**config.mk**
```make
export PLATFORM = sky130hd
export DESIGN_NAME = nstime_counter
export DESIGN_NICKNAME = d
export VERILOG_FILES = /design/src/rtl/nstc_pkg.sv /design/src/rtl/nstc_regs.sv /design/src/rtl/nstc_trim.sv /design/src/rtl/nstc_core.sv /design/src/rtl/nstime_counter.sv
export SDC_FILE = /design/constraint.sdc
export NUM_CORES = 1
export LEC_CHECK = 0
export BUFFER_PORTS_ARGS = -buffer_cell sky130_fd_sc_hd__clkbuf_2
export CORE_MARGIN = 1.5
export CORE_UTILIZATION = 65
export DETAILED_ROUTE_END_ITERATION = 7
export PLACE_DENSITY = 0.85
export SLEW_MARGIN = 10
export SYNTH_ARGS = -nofsm -noshare
export SYNTH_HDL_FRONTEND = slang
export SYNTH_SLANG_ARGS = --single-unit
```
**constraint.sdc**
```tcl
create_clock -name clk -period 10.75 [get_ports clk]
set_clock_uncertainty 0.1 [all_clocks]
set_input_delay 0.5375 -clock clk [delete_from_list [all_inputs] [get_ports clk]]
set_output_delay 0.5375 -clock clk [all_outputs]
set_load 0.01 [all_outputs]
```
**src/rtl/nstc_pkg.sv**
```systemverilog
package nstc_pkg;
  typedef enum logic [3:0] {
    A_CTRL    = 4'd0,
    A_STAT    = 4'd1,
    A_BURST   = 4'd2,
    A_PERIOD  = 4'd3,
    A_CNT_LO  = 4'd4,
    A_CNT_HI  = 4'd5,
    A_CMPCTL  = 4'd6,
    A_CMP_LO  = 4'd7,
    A_CMP_HI  = 4'd8
  } reg_idx_e;

  localparam int EN_BIT   = 0;
  localparam int STEP_LSB = 4;
  localparam int STEP_W   = 4;
  localparam int TRIM_LSB = 8;
  localparam int TRIM_W   = 12;
endpackage

```
**src/rtl/nstc_regs.sv**
```systemverilog
module nstc_regs
  import nstc_pkg::*;
#(
  parameter int DATA_W  = 32,
  parameter int BURST_W = 24,
  parameter int PER_W   = 32,
  localparam int CNT_W  = 2 * DATA_W
) (
  input  logic               clk,
  input  logic               rst_n,
  input  logic               wr,
  input  logic               rd,
  input  logic [3:0]         addr,
  input  logic [DATA_W-1:0]  wdata,
  output logic [DATA_W-1:0]  rdata,
  input  logic [CNT_W-1:0]   cnt,
  input  logic               carry_evt,
  input  logic [BURST_W-1:0] burst_left,
  output logic               run_en,
  output logic [STEP_W-1:0]  step,
  output logic [TRIM_W-1:0]  trim,
  output logic               cnt_load,
  output logic [CNT_W-1:0]   cnt_load_val,
  output logic               burst_load,
  output logic               per_load,
  output logic [PER_W-1:0]   per_val,
  output logic               wrap_en,
  output logic [CNT_W-1:0]   cmp_val
);
  reg_idx_e           idx;
  logic [DATA_W-1:0]  stage_hi, snap_hi;
  logic               wrap_q, cmp_on_q, flag_q;
  logic               clr_req;

  assign idx          = reg_idx_e'(addr);
  assign cnt_load     = wr && (idx == A_CNT_LO);
  assign cnt_load_val = {stage_hi, wdata};
  assign burst_load   = wr && (idx == A_BURST);
  assign wrap_en      = wrap_q && cmp_on_q;
  assign clr_req      = wr && (idx == A_STAT) && wdata[0];

  always_ff @(posedge clk or negedge rst_n) begin
    if (!rst_n) begin
      run_en   <= 1'b0;
      step     <= '0;
      trim     <= '0;
      per_val  <= '0;
      stage_hi <= '0;
      snap_hi  <= '0;
      wrap_q   <= 1'b0;
      cmp_on_q <= 1'b0;
      cmp_val  <= '0;
      flag_q   <= 1'b0;
    end else begin
      if (wr) begin
        case (idx)
          A_CTRL: begin
            run_en <= wdata[EN_BIT];
            step   <= wdata[STEP_LSB +: STEP_W];
            trim   <= wdata[TRIM_LSB +: TRIM_W];
          end
          A_PERIOD: per_val  <= wdata[PER_W-1:0];
          A_CNT_HI: stage_hi <= wdata;
          A_CMPCTL: begin
            wrap_q   <= wdata[0];
            cmp_on_q <= wdata[1];
          end
          A_CMP_LO: cmp_val[DATA_W-1:0]     <= wdata;
          A_CMP_HI: cmp_val[CNT_W-1:DATA_W] <= wdata;
          default: ;
        endcase
      end
      if (rd && (idx == A_CNT_LO)) snap_hi <= cnt[CNT_W-1:DATA_W];
      if (carry_evt)    flag_q <= 1'b1;
      else if (clr_req) flag_q <= 1'b0;
    end
  end

  assign per_load = wr && (idx == A_PERIOD);

  always_comb begin
    rdata = '0;
    case (idx)
      A_CTRL: begin
        rdata[EN_BIT]               = run_en;
        rdata[STEP_LSB +: STEP_W]   = step;
        rdata[TRIM_LSB +: TRIM_W]   = trim;
      end
      A_STAT:   rdata[0] = flag_q;
      A_BURST:  rdata = DATA_W'(burst_left);
      A_PERIOD: rdata = DATA_W'(per_val);
      A_CNT_LO: rdata = cnt[DATA_W-1:0];
      A_CNT_HI: rdata = snap_hi;
      A_CMPCTL: rdata[1:0] = {cmp_on_q, wrap_q};
      A_CMP_LO: rdata = cmp_val[DATA_W-1:0];
      A_CMP_HI: rdata = cmp_val[CNT_W-1:DATA_W];
      default:  rdata = '0;
    endcase
  end

  p_flag_set_r8: assert property (@(posedge clk) disable iff (!rst_n)
    carry_evt |=> flag_q);
  p_flag_keep_r8: assert property (@(posedge clk) disable iff (!rst_n)
    (flag_q && !clr_req) |=> flag_q);
  p_hi_latch_r7: assert property (@(posedge clk) disable iff (!rst_n)
    (rd && (idx == A_CNT_LO)) |=> (snap_hi == $past(cnt[CNT_W-1:DATA_W])));
endmodule

```
**src/rtl/nstc_trim.sv**
```systemverilog
module nstc_trim #(
  parameter int BURST_W = 24,
  parameter int PER_W   = 32,
  parameter int STEP_W  = 4,
  parameter int TRIM_W  = 12
) (
  input  logic               clk,
  input  logic               rst_n,
  input  logic               tick,
  input  logic [STEP_W-1:0]  step,
  input  logic [TRIM_W-1:0]  trim,
  input  logic               burst_load,
  input  logic [BURST_W-1:0] burst_val,
  input  logic               per_load,
  input  logic [PER_W-1:0]   per_new,
  input  logic [PER_W-1:0]   per_val,
  output logic [TRIM_W-1:0]  inc,
  output logic [BURST_W-1:0] burst_left
);
  logic [PER_W-1:0] per_cnt;
  logic             burst_fire, per_fire, use_trim;

  assign burst_fire = (burst_left != '0);
  assign per_fire   = (per_val != '0) && (per_cnt <= PER_W'(1));
  assign use_trim   = burst_fire || per_fire;
  assign inc        = use_trim ? trim : {{(TRIM_W-STEP_W){1'b0}}, step};

  always_ff @(posedge clk or negedge rst_n) begin
    if (!rst_n) begin
      burst_left <= '0;
      per_cnt    <= '0;
    end else begin
      if (burst_load)               burst_left <= burst_val;
      else if (tick && burst_fire)  burst_left <= burst_left - BURST_W'(1);

      if (per_load)                 per_cnt <= per_new;
      else if (tick && per_val != '0) begin
        if (per_fire) per_cnt <= per_val;
        else          per_cnt <= per_cnt - PER_W'(1);
      end
    end
  end

  p_burst_dec_r5: assert property (@(posedge clk) disable iff (!rst_n)
    (tick && !burst_load && burst_left != '0) |=> (burst_left == $past(burst_left) - BURST_W'(1)));
  p_burst_idle_r5: assert property (@(posedge clk) disable iff (!rst_n)
    (!tick && !burst_load) |=> $stable(burst_left));
  p_per_reload_r4: assert property (@(posedge clk) disable iff (!rst_n)
    (tick && !per_load && per_fire) |=> (per_cnt == $past(per_val)));
endmodule

```
**src/rtl/nstc_core.sv**
```systemverilog
module nstc_core #(
  parameter int CNT_W = 64,
  parameter int INC_W = 12
) (
  input  logic             clk,
  input  logic             rst_n,
  input  logic             en,
  input  logic [INC_W-1:0] inc,
  input  logic             load,
  input  logic [CNT_W-1:0] load_val,
  input  logic             wrap_en,
  input  logic [CNT_W-1:0] cmp_val,
  output logic [CNT_W-1:0] cnt,
  output logic             carry_evt
);
  logic [CNT_W:0] sum;
  logic           hit;

  assign sum       = {1'b0, cnt} + (CNT_W+1)'(inc);
  assign hit       = wrap_en && (cnt == cmp_val);
  assign carry_evt = en && !load && !hit && sum[CNT_W];

  always_ff @(posedge clk or negedge rst_n) begin
    if (!rst_n)     cnt <= '0;
    else if (load)  cnt <= load_val;
    else if (en) begin
      if (hit) cnt <= '0;
      else     cnt <= sum[CNT_W-1:0];
    end
  end

  p_hold_r2: assert property (@(posedge clk) disable iff (!rst_n)
    (!en && !load) |=> $stable(cnt));
  p_load_r3: assert property (@(posedge clk) disable iff (!rst_n)
    load |=> (cnt == $past(load_val)));
  p_wrap_r9: assert property (@(posedge clk) disable iff (!rst_n)
    (en && !load && hit) |=> (cnt == '0));
  p_step_r2: assert property (@(posedge clk) disable iff (!rst_n)
    (en && !load && !hit) |=> (cnt == $past(cnt) + CNT_W'($past(inc))));
endmodule

```
**src/rtl/nstime_counter.sv**
```systemverilog
module nstime_counter
  import nstc_pkg::*;
#(
  parameter int DATA_W  = 32,
  parameter int BURST_W = 24,
  parameter int PER_W   = 32
) (
  input  logic              clk,
  input  logic              rst_n,
  input  logic              reg_wr,
  input  logic              reg_rd,
  input  logic [3:0]        reg_addr,
  input  logic [DATA_W-1:0] reg_wdata,
  output logic [DATA_W-1:0] reg_rdata,
  output logic [2*DATA_W-1:0] time_ns
);
  localparam int CNT_W = 2 * DATA_W;

  logic               run_en, cnt_load, burst_load, per_load, wrap_en, carry_evt;
  logic [STEP_W-1:0]  step;
  logic [TRIM_W-1:0]  trim, inc;
  logic [CNT_W-1:0]   cnt_load_val, cmp_val, cnt;
  logic [PER_W-1:0]   per_val;
  logic [BURST_W-1:0] burst_left;

  nstc_regs #(.DATA_W(DATA_W), .BURST_W(BURST_W), .PER_W(PER_W)) regs_i (
    .clk(clk), .rst_n(rst_n), .wr(reg_wr), .rd(reg_rd), .addr(reg_addr),
    .wdata(reg_wdata), .rdata(reg_rdata), .cnt(cnt), .carry_evt(carry_evt),
    .burst_left(burst_left), .run_en(run_en), .step(step), .trim(trim),
    .cnt_load(cnt_load), .cnt_load_val(cnt_load_val), .burst_load(burst_load),
    .per_load(per_load), .per_val(per_val), .wrap_en(wrap_en), .cmp_val(cmp_val)
  );

  nstc_trim #(.BURST_W(BURST_W), .PER_W(PER_W), .STEP_W(STEP_W), .TRIM_W(TRIM_W)) trim_i (
    .clk(clk), .rst_n(rst_n), .tick(run_en), .step(step), .trim(trim),
    .burst_load(burst_load), .burst_val(reg_wdata[BURST_W-1:0]),
    .per_load(per_load), .per_new(reg_wdata[PER_W-1:0]), .per_val(per_val),
    .inc(inc), .burst_left(burst_left)
  );

  nstc_core #(.CNT_W(CNT_W), .INC_W(TRIM_W)) core_i (
    .clk(clk), .rst_n(rst_n), .en(run_en), .inc(inc), .load(cnt_load),
    .load_val(cnt_load_val), .wrap_en(wrap_en), .cmp_val(cmp_val),
    .cnt(cnt), .carry_evt(carry_evt)
  );

  assign time_ns = cnt;
endmodule

```
; ---- Word-level counts from Yosys, hierarchy flattened
; Cells that the tools add are included.
[word_totals]
ff_bits = 300
inputBits = 40
output_inout_bits = 96
wordCells = 73
[op_classes]
addsub = 3
order_cmp = 1
n_eq_ne = 9
mux = 16
reduce_logical = 30
[op_table]
columns = cell, n
row1 = 64-bit 2-to-1 mux, 3
row2 = 16-bit case mux with 7 select lines, 1
row3 = 32-bit 2-to-1 mux, 3
row4 = 12-bit case mux with 6 select lines, 1
row5 = 64-bit by 12-bit adder with 65-bit output, 1
row6 = 64-bit == test, 1
row7 = 24-bit 2-to-1 mux, 2
row8 = "32-bit by 1-bit <= comparator with 1-bit output, second input constant", 1
row9 = 32-bit nonzero test, 1
row10 = "32-bit by 1-bit subtractor with 32-bit output, second input constant", 1
row11 = 24-bit nonzero test, 1
row12 = "24-bit by 1-bit subtractor with 24-bit output, second input constant", 1
row13 = "4-bit by 3-bit == test with 1-bit output, second input constant", 4
row14 = 1-bit logical AND, 14
row15 = 12-bit 2-to-1 mux, 1
row16 = 2-bit case mux with 6 select lines, 1
row17 = 2-bit AND reduction, 6
row18 = 1-bit case mux with 9 select lines, 1
row19 = "4-bit by 2-bit == test with 1-bit output, second input constant", 2
row20 = 2-bit nonzero test, 4
row21 = 1-bit case mux with 7 select lines, 1
row22 = "4-bit by 1-bit == test with 1-bit output, second input constant", 1
row23 = "4-bit == test, second input constant", 1
row24 = 4-bit zero test, 1
row25 = other kinds (3), 5

; ---- Depth between registers and ports, before layout
[depth]
word_depth = 8
mapped_depth = 20
mapped_depth_nobuf = 16

; ---- Cells and area by module
; From an unflattened synthesis, not the netlist that was laid out.
[hier_totals]
hier_cells = 1902
area_unflattened_um2 = 18634.1
[modules_own_cells]
columns = module, n_inst, cells_per_inst, area_each_um2, seq_area_each_um2
row1 = nstc_regs, 1, 646, 8632.0, 4504.3
row2 = nstc_core, 1, 764, 5994.5, 1601.5
row3 = nstc_trim, 1, 492, 4007.6, 1401.3

; ---- Worst setup path before layout
; No wires, ideal clock.
[synth_timing]
kind = reg2reg
startpoint = register trim_i.per_cnt[27]
endpoint = register core_i.cnt[56]
setup_time_ps = 82
arrival_ps = 4690
t_required_ps = 10568
slack_ps = 5878
path_stages_with_launch = 19
path_buffers = 2
period_less_slack_ps = 4872
path_cell_list = dfrtp_1 > or4_4 > nor4_4 > nand2b_2 > or4_1 > buf_6 > nand2_1 > mux2_2 > ha_1 > fa_1 > and3_1 > o2111ai_1 > nand3_1 > o21ai_1 > clkbuf_1 > nor2_1 > a21oi_1 > o21ai_0 > a31oi_1
[synth_between]
elab_chain_cells = 8
[synth_lines]
columns = item, line
row1 = from (decl), nstc_trim.sv:20  ; logic [PER_W-1:0] per_cnt;
row2 = from (signal assigned), nstc_trim.sv:36  ; if (per_load) per_cnt <= per_new;
row3 = from (signal assigned), nstc_trim.sv:38  ; if (per_fire) per_cnt <= per_val;
row4 = from (signal assigned), nstc_trim.sv:39  ; else per_cnt <= per_cnt - PER_W'(1);
row5 = 32-bit by 1-bit <= comparator with 1-bit output, nstc_trim.sv:24  ; assign per_fire = (per_val != '0) && (per_cnt <= PER_W'(1));
row6 = 1-bit logical AND, nstc_trim.sv:24
row7 = 1-bit logical OR, nstc_trim.sv:25  ; assign use_trim = burst_fire || per_fire;
row8 = 12-bit 2-to-1 mux, nstc_trim.sv:26  ; assign inc = use_trim ? trim : {{(TRIM_W-STEP_W){1'b0}}, step};
row9 = 64-bit by 12-bit adder with 65-bit output, nstc_core.sv:19  ; assign sum = {1'b0, cnt} + (CNT_W+1)'(inc);
row10 = 64-bit 2-to-1 mux, nstc_core.sv:27  ; if (hit) cnt <= '0;
row11 = 64-bit 2-to-1 mux, nstc_core.sv:26  ; else if (en) begin
row12 = 64-bit 2-to-1 mux, nstc_core.sv:25  ; else if (load) cnt <= load_val;
row13 = to (signal assigned), nstc_core.sv:25
row14 = to (signal assigned), nstc_core.sv:28  ; else cnt <= sum[CNT_W-1:0];
row15 = to (decl), nstc_core.sv:13  ; output logic [CNT_W-1:0] cnt,
; No other way between the ends. The select of a mux whose other input is x is not followed.
; A chain may end at the register's enable or synchronous reset.

; ---- Worst setup path in the final report
[layout_timing]
startpoint = register trim_i.per_cnt[14]
endpoint = register core_i.cnt[61]
; Same word-level chain as after synthesis.

==> impl_metrics.json <==
{
  "required_ps": 11050,
  "hold_viol": 0,
  "start_util_pct": 65.92,
  "ys_warn_count": 0,
  "tns_ps": 0,
  "cp_max_fo": 12,
  "fin_nets": 1990,
  "slew_headroom_pct": 19.24,
  "clock_path_buffers": 3,
  "tritoncts": "built",
  "via_per_inst": 7.214,
  "holdCritPathClass": "in2reg",
  "vdd_drop_max_uv": 175.2,
  "endpoint_kind": "register",
  "ctsHoldBuffers": 1,
  "die_w_um": 165.1,
  "stdcell_area_um2": 19140,
  "synth_top_area_share_pct": 43.95,
  "yosysTopAreaCell": "dfrtp_1",
  "synthesis.area_um2": 17080,
  "coreArea_um2": 25910,
  "slew_viol_final": 0,
  "place_congestion": 0.9692,
  "cts.repair.resized": 0,
  "powerDensity_nw_per_um2": 232.8,
  "synthAdderAreaFrac_pct": 1.363,
  "drt-initial-drc-count": 2752,
  "dpl.hpwl_mm": 44.16,
  "ys_ff_latch": 300,
  "synth_area_leaders": "dfrtp_1 (44%), mux2_2 (9.6%), nand2_1 (5.3%)",
  "fin_ws_ps": 5047,
  "cts_setup_buffers": 0,
  "synth_compound_area_share_pct": 16.94,
  "maxCapViolations": 0,
  "first_pass_iters": 8,
  "syn-instance-count": 1854,
  "port_buffers": 135,
  "grt.total_usage_pct": 47.35,
  "drive_gt1_share_pct": 20.75,
  "leakage_uw": 0.008194,
  "power_uw": 4457,
  "path_clk_slew_ps": 60,
  "cts_buffers": 34,
  "num_vias": 16555,
  "wl_per_cell_um": 28.00,
  "synthMuxAreaShare_pct": 10.03,
  "clock_latency_ps": 520,
  "crit_path_top_delay_cell": "nor4_1",
  "grt_pass1_vias": 15694,
  "numClockSinks": 300,
  "synthSimpleGateAreaFrac_pct": 20.11,
  "pin_count": 136,
  "fmax_mhz": 175.3,
  "worst_slew_pin_slew_ps": 1202,
  "totalWireLength_mm": 64.26,
  "grt_max_degree": 91,
  "worstPathArrival_ps": 6000,
  "status": "finished clean",
  "crit_type": "reg2reg",
  "synth_enable_flop_cells": 0,
  "synthArstFlopShare_pct": 100.0,
  "min_period_ps": 5703,
  "rsz0062_at_grt": "no",
  "ant_nets": 0,
  "cp-start-kind": "register",
  "die-area_um2": 27260,
  "period_share_pct": 53.05,
  "antenna_found_initial": 4,
  "synth-xor-area-share_pct": 3.846,
  "synth_top_family_by_area": "simple AND/OR/NAND/NOR gates",
  "place_area_um2": 17960,
  "cts_root_buf": "clkbuf_16",
  "grt-ovfl-total": 0,
  "rows": 59,
  "crit_buf_inv": 0,
  "cpLargestDelayFamily": "simple AND/OR/NAND/NOR gates",
  "synthFlopType": "dfrtp_1",
  "place_worst_setup_slack_ps": 5190,
  "grt_pass1_wl_mm": 95.03,
  "path_cells": "nor4_1 -> and4bb_2 -> nand2_1 -> or4_1 -> nand2_1 -> mux2_2 -> ha_1 -> nand3_1 -> a21boi_0 -> o2111a_1 -> nor2_1 -> nor4_1 -> and3_1 -> o21ai_0 -> a31o_2",
  "die_h_um": 165.1,
  "slowest_delay_ps": 910,
  "syn_nets": 1912,
  "synth.distinct_cells": 83,
  "setup_viol": 0,
  "drc": 0,
  "cts.htree.levels": 2,
  "ys_seq_area_share_pct": 43.95,
  "synthesis.area_per_instance_um2": 9.213,
  "area_growth_pct": 12.07
}
[placed cells by master, fill, tap and decap left out, types with 7 or more instances in the layout]
master     count
dfrtp_1      300
nand2_1      242
nor2_1       151
mux2_2       145
clkbuf_2     134
o21ai_0      129
a21oi_1       90
nand3_1       76
a22oi_1       64
nor3_1        46
xnor2_1       45
nor4_1        43
clkbuf_16     37
inv_1         35
buf_4         31
xor2_1        30
a222oi_1      25
nand4_1       25
a31oi_1       24
ha_1          17
nor2b_1       16
or3_1         16
nand2b_1      13
and2_1        13
and3_1        11
clkbuf_8      11
o211ai_1      10
a2bb2oi_1      9
a31o_2         9
mux2i_1        8
o31ai_1        8
clkbuf_1       8
nor3b_1        7
a21o_1         7
o311ai_0       7
[through the flow]
step | hold WS, ps | util, % | std cells
2_1_floorplan | 141.9 | - | 1854
3_3_place_gp | 353.7 | 69.30 | 2230
3_5_place_dp | 368.4 | 69.30 | 2230
4_1_cts | 269.7 | 73.82 | 2292
5_1_grt | 309.7 | 73.85 | 2292
6_report | 304.4 | 73.88 | 2295
[state kept, by name, summed over array words and instances (netlist names)]
signal	cells
trim_i.per_cnt	32
regs_i.cmp_val	64
regs_i.per_val	32
regs_i.trim	12
regs_i.flag_q	1
regs_i.wrap_q	1
regs_i.snap_hi	32
regs_i.cmp_on_q	1
trim_i.burst_left	24
regs_i.step	4
regs_i.run_en	1
regs_i.stage_hi	32
core_i.cnt	64
[report_power, final]
group | leakage (uW) | switching [uW] | internal (uW) | total (uW)
sequential | 0.00364 | 533 | 1440 | 1970
clock | 0.000574 | 470 | 727 | 1200
combinational | 0.00398 | 731 | 558 | 1290
total | 0.00819 | 1730 | 2720 | 4460
[logic make-up (layout without fill, tap and decap cells)]
family                   count (synthesis)  in the layout
XOR/XNOR                                75             75
AND/OR/NAND/NOR                        708            708
flip-flops                             300            300
multiplexers                           153            153
other                                    0              3
buffers and inverters                  160            263
AO/OA/AOI/OAI                          440            440
adder cells (fa/ha/maj)                 18             18
[cell usage after synthesis (4+ instances only)]
cell type    n
and3_1      11
o22ai_1      6
and2_1      15
o211ai_1    10
o311ai_0     7
clkbuf_1    87
nor2b_1     16
nand2b_1    13
nand3b_1     5
a21o_1       7
nor3_1      48
nor3b_1      8
or4_1        6
buf_2       12
a21oi_1     90
a222oi_1    25
a31o_2       9
o21ai_1      5
o41ai_1      6
nand4_1     25
o31ai_1      9
nor4_1      44
nand2_1    243
inv_1       35
xor2_1      30
nand3_1     76
a2111o_1     4
mux2_2     145
dfrtp_1    300
mux2i_1      8
a31oi_1     24
nor2_1     153
a22oi_1     64
ha_1        17
xnor2_1     45
or3_1       16
a2bb2oi_1    9
o21ai_0    129
buf_1       21
[tightest hold or removal path: cells and delay by family]
family / cells / cell delay (ps)
and+or+nand+nor: 2 / 150
buffers and inverters: 1 / 190
[worst paths after layout]
path | startpoint | to | slack, ps | cells after the start
setup / recovery | trim_i.per_cnt[14]$_DFFE_PN0P_ | core_i.cnt[61]$_DFFE_PN0P_ | 5050 | 15
hold / removal | reg_wdata[31] | regs_i.per_val[31]$_DFFE_PN0P_ | 300 | 3
setup reg to reg | trim_i.per_cnt[14]$_DFFE_PN0P_ | core_i.cnt[61]$_DFFE_PN0P_ | 5050 | 15
hold reg to reg | regs_i.stage_hi[14]$_DFFE_PN0P_ | core_i.cnt[46]$_DFFE_PN0P_ | 390 | 2
max in group asynchronous | rst_n | core_i.cnt[5]$_DFFE_PN0P_ | 8550 | 3
min in group asynchronous | rst_n | regs_i.per_val[29]$_DFFE_PN0P_ | 510 | 2
[per-layer routing]
layer  wire [um]  vias up  GRT usage, %
met5          35        -             0
met4        3868        6         26.41
met3        8811      285         13.04
met2       27980     1294         70.37
met1       23560     8033         62.71
li1            -     6937             -
[layout make-up]
class,instances,area [um^2]
Tap cell,335,419.2
Clock inverter,5,53.80
Fill cell,1911,6769
Sequential cell,300,7507
Inverter,35,131.4
Timing Repair Buffer,167,928.4
Antenna cell,3,7.507
Clock buffer,56,1107
Multi-Input combinational cell,1394,8987
(Power assumes the default switching activity.)
